## config.mk

```make
export PLATFORM = sky130hd
export DESIGN_NAME = xlat_walk
export DESIGN_NICKNAME = d
export VERILOG_FILES = /design/src/rtl/xw_pkg.sv /design/src/rtl/xw_dir_check.sv /design/src/rtl/xw_leaf_eval.sv /design/src/rtl/xw_walk_ctl.sv /design/src/rtl/xlat_walk.sv
export SDC_FILE = /design/constraint.sdc
export NUM_CORES = 1
export LEC_CHECK = 0
export BUFFER_PORTS_ARGS = -buffer_cell sky130_fd_sc_hd__buf_2
export CAP_MARGIN = 5
export CORE_UTILIZATION = 52
export CTS_CLUSTER_SIZE = 8
export DETAILED_ROUTE_END_ITERATION = 8
export PLACE_DENSITY = 0.86
export SYNTH_ARGS = -nofsm -noshare
export SYNTH_HDL_FRONTEND = slang
export SYNTH_SLANG_ARGS = --single-unit
```

## constraint.sdc

```tcl
create_clock -name clk -period 2.7 [get_ports clk]
set_input_delay 0.135 -clock clk [delete_from_list [all_inputs] [get_ports clk]]
set_output_delay 0.135 -clock clk [all_outputs]
set_load 0.01 [all_outputs]
```

## src/rtl/xw_pkg.sv

```systemverilog
package xw_pkg;

  localparam int DIR_VALID_BIT  = 1;
  localparam int DIR_RO_BIT     = 2;
  localparam int DIR_ONE_BIT    = 3;
  localparam int LEAF_VALID_BIT = 0;
  localparam int LEAF_RO_BIT    = 2;
  localparam int LEAF_REF_BIT   = 3;
  localparam int LEAF_MOD_BIT   = 4;
  localparam int LEAF_NC_BIT    = 6;

  typedef enum logic [2:0] {
    WS_IDLE,
    WS_DIR,
    WS_LEAF,
    WS_WBACK,
    WS_RESP
  } walk_state_e;

  typedef enum logic [1:0] {
    FT_NONE,
    FT_TABLE,
    FT_PAGE,
    FT_PROT
  } fault_e;

endpackage

```

## src/rtl/xw_dir_check.sv

```systemverilog
module xw_dir_check
  import xw_pkg::*;
#(
  parameter int WORD_W = 32,
  parameter int PAGE_W = 12
) (
  input  logic [WORD_W-1:0] dir_word,
  output logic              dir_ok,
  output logic              dir_ro
);

  logic unused_bits;
  assign unused_bits = dir_word[0] ^ (^dir_word[WORD_W-1:PAGE_W]);

  always_comb begin
    dir_ok = dir_word[DIR_VALID_BIT] && dir_word[DIR_ONE_BIT]
             && (dir_word[PAGE_W-1:4] == '0);
    dir_ro = dir_word[DIR_RO_BIT];
  end

endmodule

```

## src/rtl/xw_leaf_eval.sv

```systemverilog
module xw_leaf_eval
  import xw_pkg::*;
#(
  parameter int WORD_W = 32
) (
  input  logic [WORD_W-1:0] leaf_word,
  input  logic              is_write,
  input  logic              seg_ro,
  output fault_e            leaf_fault,
  output logic [WORD_W-1:0] leaf_next,
  output logic              leaf_dirty
);

  logic [WORD_W-1:0] set_mask;

  always_comb begin
    set_mask = '0;
    set_mask[LEAF_REF_BIT] = 1'b1;
    set_mask[LEAF_MOD_BIT] = is_write;

    if (!leaf_word[LEAF_VALID_BIT])
      leaf_fault = FT_PAGE;
    else if (is_write && (seg_ro || leaf_word[LEAF_RO_BIT]))
      leaf_fault = FT_PROT;
    else
      leaf_fault = FT_NONE;

    leaf_next  = leaf_word | set_mask;
    leaf_dirty = (leaf_fault == FT_NONE) && (leaf_next != leaf_word);
  end

endmodule

```

## src/rtl/xw_walk_ctl.sv

```systemverilog
module xw_walk_ctl
  import xw_pkg::*;
#(
  parameter int ADDR_W = 32,
  parameter int PAGE_W = 12
) (
  input  logic              clk,
  input  logic              rst_n,
  input  logic              req_valid,
  output logic              req_ready,
  input  logic [ADDR_W-1:0] req_vaddr,
  input  logic              req_super,
  input  logic              req_write,
  input  logic [ADDR_W-PAGE_W-1:0] sup_base,
  input  logic [ADDR_W-PAGE_W-1:0] usr_base,
  output logic              mem_valid,
  input  logic              mem_ready,
  output logic              mem_write,
  output logic [ADDR_W-1:0] mem_addr,
  output logic [ADDR_W-1:0] mem_wdata,
  input  logic [ADDR_W-1:0] mem_rdata,
  input  logic              dir_ok,
  input  logic              dir_ro,
  input  fault_e            leaf_fault,
  input  logic [ADDR_W-1:0] leaf_next,
  input  logic              leaf_dirty,
  output logic              cur_write,
  output logic              cur_seg_ro,
  output logic              rsp_valid,
  input  logic              rsp_ready,
  output logic [ADDR_W-1:0] rsp_paddr,
  output logic              rsp_nocache,
  output logic              rsp_flt_table,
  output logic              rsp_flt_page,
  output logic              rsp_flt_prot
);

  localparam int FRAME_W = ADDR_W - PAGE_W;
  localparam int IDX_W   = PAGE_W - 2;

  walk_state_e       st_q, st_d;
  logic [ADDR_W-1:0] va_q, va_d;
  logic              wr_q, wr_d;
  logic [FRAME_W-1:0] base_q, base_d;
  logic [FRAME_W-1:0] pt_frame_q, pt_frame_d;
  logic              sro_q, sro_d;
  logic [ADDR_W-1:0] leaf_q, leaf_d;
  fault_e            flt_q, flt_d;

  logic [ADDR_W-1:0] dir_addr, leaf_addr;
  logic              mem_fire;

  assign dir_addr  = {base_q, va_q[ADDR_W-1 -: IDX_W], 2'b00};
  assign leaf_addr = {pt_frame_q, va_q[PAGE_W +: IDX_W], 2'b00};

  always_comb begin
    mem_valid = (st_q == WS_DIR) || (st_q == WS_LEAF) || (st_q == WS_WBACK);
    mem_write = (st_q == WS_WBACK);
    mem_addr  = (st_q == WS_DIR) ? dir_addr : leaf_addr;
    mem_wdata = leaf_q;
    mem_fire  = mem_valid && mem_ready;
    req_ready = (st_q == WS_IDLE);
    cur_write  = wr_q;
    cur_seg_ro = sro_q;
  end

  always_comb begin
    rsp_valid     = (st_q == WS_RESP);
    rsp_flt_table = (flt_q == FT_TABLE);
    rsp_flt_page  = (flt_q == FT_PAGE);
    rsp_flt_prot  = (flt_q == FT_PROT);
    if (flt_q == FT_NONE) begin
      rsp_paddr   = {leaf_q[ADDR_W-1:PAGE_W], va_q[PAGE_W-1:0]};
      rsp_nocache = leaf_q[LEAF_NC_BIT];
    end else begin
      rsp_paddr   = '0;
      rsp_nocache = 1'b0;
    end
  end

  // next-state logic
  always_comb begin
    st_d       = st_q;
    va_d       = va_q;
    wr_d       = wr_q;
    base_d     = base_q;
    pt_frame_d = pt_frame_q;
    sro_d      = sro_q;
    leaf_d     = leaf_q;
    flt_d      = flt_q;
    case (st_q)
      WS_IDLE: begin
        if (req_valid) begin
          va_d   = req_vaddr;
          wr_d   = req_write;
          base_d = req_super ? sup_base : usr_base;
          flt_d  = FT_NONE;
          st_d   = WS_DIR;
        end
      end
      WS_DIR: begin
        if (mem_fire) begin
          pt_frame_d = mem_rdata[ADDR_W-1:PAGE_W];
          sro_d      = dir_ro;
          if (dir_ok) begin
            st_d = WS_LEAF;
          end else begin
            flt_d = FT_TABLE;
            st_d  = WS_RESP;
          end
        end
      end
      WS_LEAF: begin
        if (mem_fire) begin
          leaf_d = leaf_next;
          flt_d  = leaf_fault;
          st_d   = leaf_dirty ? WS_WBACK : WS_RESP;
        end
      end
      WS_WBACK: begin
        if (mem_fire) st_d = WS_RESP;
      end
      WS_RESP: begin
        if (rsp_ready) st_d = WS_IDLE;
      end
      default: st_d = WS_IDLE;
    endcase
  end

  // state registers
  always_ff @(posedge clk or negedge rst_n) begin
    if (!rst_n) begin
      st_q       <= WS_IDLE;
      va_q       <= '0;
      wr_q       <= 1'b0;
      base_q     <= '0;
      pt_frame_q <= '0;
      sro_q      <= 1'b0;
      leaf_q     <= '0;
      flt_q      <= FT_NONE;
    end else begin
      st_q       <= st_d;
      va_q       <= va_d;
      wr_q       <= wr_d;
      base_q     <= base_d;
      pt_frame_q <= pt_frame_d;
      sro_q      <= sro_d;
      leaf_q     <= leaf_d;
      flt_q      <= flt_d;
    end
  end

  // busy walker never offers to take a request while a response waits
  a_r8_single_walk: assert property (@(posedge clk) disable iff (!rst_n)
    rsp_valid |-> !req_ready);

  // an unconsumed response keeps its contents
  a_r8_rsp_hold: assert property (@(posedge clk) disable iff (!rst_n)
    (rsp_valid && !rsp_ready) |=> (rsp_valid && $stable(rsp_paddr)
      && $stable({rsp_flt_table, rsp_flt_page, rsp_flt_prot})));

  // a stalled memory access keeps its address and direction
  a_r9_mem_hold: assert property (@(posedge clk) disable iff (!rst_n)
    (mem_valid && !mem_ready) |=> (mem_valid && $stable(mem_addr)
      && $stable(mem_write) && $stable(mem_wdata)));

  // every write-back carries the referenced mark
  a_r7_wb_ref: assert property (@(posedge clk) disable iff (!rst_n)
    (mem_valid && mem_write) |-> mem_wdata[LEAF_REF_BIT]);

  // no response carries two faults
  a_r10_one_fault: assert property (@(posedge clk) disable iff (!rst_n)
    rsp_valid |-> $onehot0({rsp_flt_table, rsp_flt_page, rsp_flt_prot}));

  // memory is idle while the walker waits for work
  a_r11_idle_quiet: assert property (@(posedge clk) disable iff (!rst_n)
    req_ready |-> (!mem_valid && !rsp_valid));

endmodule

```

## src/rtl/xlat_walk.sv

```systemverilog
module xlat_walk
  import xw_pkg::*;
#(
  parameter int ADDR_W = 32,
  parameter int PAGE_W = 12
) (
  input  logic              clk,
  input  logic              rst_n,
  input  logic              req_valid,
  output logic              req_ready,
  input  logic [ADDR_W-1:0] req_vaddr,
  input  logic              req_super,
  input  logic              req_write,
  input  logic [ADDR_W-PAGE_W-1:0] sup_base,
  input  logic [ADDR_W-PAGE_W-1:0] usr_base,
  output logic              rsp_valid,
  input  logic              rsp_ready,
  output logic [ADDR_W-1:0] rsp_paddr,
  output logic              rsp_nocache,
  output logic              rsp_flt_table,
  output logic              rsp_flt_page,
  output logic              rsp_flt_prot,
  output logic              mem_valid,
  input  logic              mem_ready,
  output logic              mem_write,
  output logic [ADDR_W-1:0] mem_addr,
  output logic [ADDR_W-1:0] mem_wdata,
  input  logic [ADDR_W-1:0] mem_rdata
);

  logic              dir_ok, dir_ro;
  fault_e            leaf_fault;
  logic [ADDR_W-1:0] leaf_next;
  logic              leaf_dirty;
  logic              cur_write, cur_seg_ro;

  xw_dir_check #(.WORD_W(ADDR_W), .PAGE_W(PAGE_W)) u_dir (
    .dir_word (mem_rdata),
    .dir_ok   (dir_ok),
    .dir_ro   (dir_ro)
  );

  xw_leaf_eval #(.WORD_W(ADDR_W)) u_leaf (
    .leaf_word  (mem_rdata),
    .is_write   (cur_write),
    .seg_ro     (cur_seg_ro),
    .leaf_fault (leaf_fault),
    .leaf_next  (leaf_next),
    .leaf_dirty (leaf_dirty)
  );

  xw_walk_ctl #(.ADDR_W(ADDR_W), .PAGE_W(PAGE_W)) u_ctl (
    .clk           (clk),
    .rst_n         (rst_n),
    .req_valid     (req_valid),
    .req_ready     (req_ready),
    .req_vaddr     (req_vaddr),
    .req_super     (req_super),
    .req_write     (req_write),
    .sup_base      (sup_base),
    .usr_base      (usr_base),
    .mem_valid     (mem_valid),
    .mem_ready     (mem_ready),
    .mem_write     (mem_write),
    .mem_addr      (mem_addr),
    .mem_wdata     (mem_wdata),
    .mem_rdata     (mem_rdata),
    .dir_ok        (dir_ok),
    .dir_ro        (dir_ro),
    .leaf_fault    (leaf_fault),
    .leaf_next     (leaf_next),
    .leaf_dirty    (leaf_dirty),
    .cur_write     (cur_write),
    .cur_seg_ro    (cur_seg_ro),
    .rsp_valid     (rsp_valid),
    .rsp_ready     (rsp_ready),
    .rsp_paddr     (rsp_paddr),
    .rsp_nocache   (rsp_nocache),
    .rsp_flt_table (rsp_flt_table),
    .rsp_flt_page  (rsp_flt_page),
    .rsp_flt_prot  (rsp_flt_prot)
  );

endmodule

```

**Yosys cells after proc, flatten, opt, wreduce, memory -nomap -nowiden**

Index checks and enable logic that the tools add are counted.

- Register bits: 111
- Bits in latches: 0
- Memory bits (writable): 0
- Bits in read-only memories: 0
- Input bits: 111
- Output and inout port bits: 104
- Logic and storage cells: 60
- Memories: 0

- $add $sub $neg: 0
- $mul: 0
- Div/mod/pow operators: 0
- Magnitude comparators: 0
- Equal/unequal tests: 14
- Shift operators: 0
- Muxes and demuxes: 19
- Bitwise gates (word level): 1
- Reduce and logical (&&, ||, !) cells: 18

Operators by type and width:

| operator | count |
|---|---|
| $mux W32 | 2 |
| $ne A32 B32 Y1 | 1 |
| $or A32 B5 Y32 | 1 |
| $mux W3 | 7 |
| $mux W20 | 1 |
| $pmux W3 S5 | 1 |
| $mux W2 | 6 |
| $reduce_and A5 Y1 | 2 |
| $logic_not A8 Y1 | 1 |
| $ne A2 B1 Y1 const B | 4 |
| $eq A3 B2 Y1 const B | 2 |
| $pmux W2 S3 | 1 |
| $reduce_and A2 Y1 | 3 |
| $logic_and A1 B1 Y1 | 5 |
| $eq A2 B2 Y1 const B | 2 |
| $logic_not A2 Y1 | 2 |
| $ne A2 B2 Y1 const B | 2 |
| $eq A3 B1 Y1 const B | 1 |
| $eq A3 B3 Y1 const B | 1 |
| $logic_not A3 Y1 | 1 |
| $logic_or A1 B1 Y1 | 3 |
| $reduce_bool A3 Y1 | 1 |
| $eq A2 B1 Y1 const B | 1 |
| $mux W1 | 1 |

**Depth between registers and ports, before layout**

- Depth after elaboration: 9
- Gate-level depth with buffers: 7
- Depth with buffers taken out: 4

**By module**

A second synthesis with hierarchy kept.

- Cell total of the unflattened synthesis: 427
- Area, all modules: 5,540.3 sq um

By module, submodules not included:

| module | times used | cells an instance | area an instance (sq um) | seq. area each (sq um) |
|---|---|---|---|---|
| xw_walk_ctl | 1 | 383 | 5,218.8 | 2,777.7 |
| xw_leaf_eval | 1 | 40 | 282.8 | 0.0 |
| xw_dir_check | 1 | 4 | 38.8 | 0.0 |

**Least setup slack after synthesis**

No wires, ideal clock.

- Path type: register -> register
- Start: register u_ctl.st_q[1]
- End: register u_ctl.va_q[10]
- Library setup time: 125 ps
- Data arrival time: 1,642 ps
- Required time: 2,575 ps
- Slack: 933 ps
- Cell stages (with the launch flop): 6
- Buffers on the path: 2
- Period minus slack after synthesis: 1,767 ps
- Cells stage by stage: dfrtp_1 > nor3_1 > and2_1 > buf_4 > buf_4 > mux2_2

- Word-level cells in the longest chain between the ends: 2

RTL lines:

| what | RTL line | source |
|---|---|---|
| start, declared | xw_walk_ctl.sv:41 | `walk_state_e st_q, st_d;` |
| start signal, assigned | xw_walk_ctl.sv:142 | `st_q <= st_d;` |
| $logic_not A3 Y1 | -- |  |
| net req_ready | xlat_walk.sv:10 | `output logic req_ready,` |
| $reduce_and A2 Y1 (no source line) | -- |  |
| end signal, assigned | xw_walk_ctl.sv:143 | `va_q <= va_d;` |
| end, declared | xw_walk_ctl.sv:42 | `logic [ADDR_W-1:0] va_q, va_d;` |

The timed path passes the listed nets, and every way through them passes these cells.
A chain may end at the register's enable or synchronous reset.

**Final worst setup path**

- Start: register u_ctl.st_q[0]
- End: output port mem_addr[19]

- Word-level cells in the longest chain between the ends: 2

RTL lines:

| what | RTL line | source |
|---|---|---|
| $eq A3 B1 Y1 | xw_walk_ctl.sv:59 | `mem_addr = (st_q == WS_DIR) ? dir_addr : leaf_addr;` |
| $mux W32 | xw_walk_ctl.sv:59 |  |
| end, declared | xlat_walk.sv:26 | `output logic [ADDR_W-1:0] mem_addr,` |

No other way between the ends.

==> qor.yml <==
status: "complete, no violations"
cts-root-buf: "clkbuf_8"
synth_area_um2: 5060
antenna_cells: 0
crit_required_ns: 2.57
drc: 0
synth_area_leaders: "dfrtp_1, mux2_2, mux2i_1"
drive_gt1_share_pct: 56.7
grt_max_degree: 70
cts_tree: "yes"
grt_usage_pct: 27.1
maxCapViolCount: 0
drtIter0Drc: 134
grt_pass1_vias: 4232
synth_warnings: 0
min_path_type: "input pin to flip-flop"
wl_um: 13300
yosys.area.top_type: "dfrtp_1"
antenna_left: 0
die_y_um: 101
wl_per_cell_um: 17.5
grt_antenna_before_repair: 0
placed_cell_area_um2: 6280
synth.distinct_cells: 29
synth_top_area_share_pct: 54.9
core_um2: 9330
rsz0062_at_grt: "false"
cts_made_buffers: 9
power_mw: 6.48
htree_num_levels: 3
ctsResizeCount: 0
drtPass1Iterations: 4
path_class: "flip-flop to output port"
initial_core_util_pct: 54.3
min_period_ns: 2.30
gp_congestion: 0.858
final_area_um2: 6810
grt_pass1_wl_um: 20800
synthFlopType: "dfrtp_1"
io_pins: 215
yosysSeqAreaShare_pct: 54.9
syn-instance-count: 388
tightest_slew_ns: 0.926
synthArstFlopShare_pct: 100
path_clk_slew_ns: 0.11
clock_sinks: 111
cp_max_fo: 21
via_per_inst: 5.17
fmax_mhz: 434
power.density_nw_per_um2: 952
clock_latency_ns: 0.36
nets: 739
std_cell_rows: 35
synth_edf_count: 0
finalMaxSlewViolations: 0
p_leak_nw: 3.45
grt_overflow_total: 0
tns_ns: 0
period_share_pct: 85.4
crit_path_end_kind: "output port"
synthToLayoutAreaGrowth_pct: 34.5
chipWidth_um: 101
place_hpwl_um: 9110
ys_ff_latch: 111
setup_viol: 0
finClkSkew_ns: 0.00869
routed-via-count: 3938
max-vdd-ir-drop_mv: 0.626
start_kind: "flip-flop"
cts.path.max_buffers: 2
max_slew_margin_pct: 36.6
dieArea_um2: 10100
port_buffers: 212
arrival_ns: 2.17
final-hold-violation-count: 0
syn_area_per_cell_um2: 13.0
==> cell type report <==
type                    count  area, um^2
fillers                   689        2520
repair buffers            253        1490
inverters                   6        22.5
clock inverters             6        68.8
multi-input cells         247        2150
clock buffers              10         138
flip-flops and latches    111        2780
well taps                 129         161
==> Yosys cell counts (all sizes together), types with 2 or more instances <==
library cell / n
nor2: 31
inv: 6
mux2i: 22
and2: 35
mux2: 114
clkbuf: 5
nor3: 2
buf: 20
a21oi: 22
nand3: 2
nor4bb: 2
nand2b: 2
dfrtp: 111
==> repair_timing <==
action	in CTS	in global routing
hold buffers	31	1
setup buffers	0	0
endpoints found under the hold margin	73	1
==> cell usage in the layout (no fill, tap or decap), types with 2 or more instances in the layout <==
master           n
clkbuf_8        10
conb_1           2
buf_2          211
and2_1          34
clkinv_4         2
buf_12           3
dlygate4sd3_1   32
inv_1            6
nor2_1          30
buf_4            7
mux2_2         114
a21oi_1         22
nand3_1          2
dfrtp_1        111
mux2i_1         22
==> cells by family (layout without fill, tap and decap cells) <==
| group | count (synthesis) | after routing | share of synthesized area, % |
|---|---|---|---|
| AOI/OAI and AO/OA | 30 | 30 | 3.36 |
| buffers and inverters | 31 | 275 | 3.14 |
| DFF | 111 | 111 | 54.9 |
| muxes | 136 | 136 | 29.7 |
| other | 1 | 2 | 0.0741 |
| and+or+nand+nor | 79 | 79 | 8.85 |
==> registers in the layout, summed over array words and instances (netlist names) <==
| name | count |
|---|---|
| u_ctl.cur_write | 1 |
| u_ctl.va_q | 32 |
| u_ctl.flt_q | 2 |
| u_ctl.base_q | 20 |
| u_ctl.cur_seg_ro | 1 |
| u_ctl.pt_frame_q | 20 |
| u_ctl.st_q | 3 |
| u_ctl.mem_wdata | 32 |
==> path summary, 6_finish.rpt <==
check | slack, ns | cells past startpoint | endpoint | from
worst min-delay path | 0.01 | 2 | u_ctl.mem_wdata[7]$_DFFE_PN0P_ | mem_rdata[7]
worst max register to register | 0.66 | 4 | u_ctl.va_q[16]$_DFFE_PN0P_ | u_ctl.st_q[1]$_DFFE_PN0P_
max in group asynchronous | 1.61 | 3 | u_ctl.mem_wdata[14]$_DFFE_PN0P_ | rst_n
worst min register to register | 0.48 | 1 | u_ctl.mem_wdata[3]$_DFFE_PN0P_ | u_ctl.mem_wdata[3]$_DFFE_PN0P_
min in group asynchronous | 0.30 | 2 | u_ctl.mem_wdata[18]$_DFFE_PN0P_ | rst_n
worst max-delay path | 0.40 | 5 | mem_addr[19] | u_ctl.st_q[0]$_DFFE_PN0P_
==> power breakdown <==
| group | leakage, nW | internal, mW | switching [mW] |
|---|---|---|---|
| Combinational | 1.99 | 1.48 | 1.35 |
| Clock | 0.103 | 0.460 | 0.561 |
| Sequential | 1.36 | 2.27 | 0.361 |
==> worst max-delay path, cell delays in order (launching register included) <==
cell and delay, ns:
dfrtp_1 0.50, inv_1 0.18, nor3_2 0.24, buf_4 0.36, mux2_2 0.39, buf_2 0.14
==> per-stage QoR <==
stage	utilization, %	hold WS [ns]	setup slack, ns	std cells
after floorplan	-	-0.161	0.933	389
final	73.0	0.0110	0.395	762
after CTS	72.9	0.0000300	0.428	761
after global routing	73.0	0.00190	0.288	762
after global placement	67.4	0.152	0.793	714
after detailed placement	67.4	0.164	0.676	714
==> metal layers <==
layer / up-vias / wire (um) / share of wire [%] / global-route usage [%]
met5: - / 0 / 0 / 0
met1: 1929 / 5070 / 38 / 29.9
met3: 29 / 605 / 4.5 / 4.85
met2: 155 / 7250 / 54 / 50.8
li1: 1825 / - / - / -
met4: 0 / 390 / 2.9 / 11.6
Note: power is estimated with default switching activity, not from simulation.
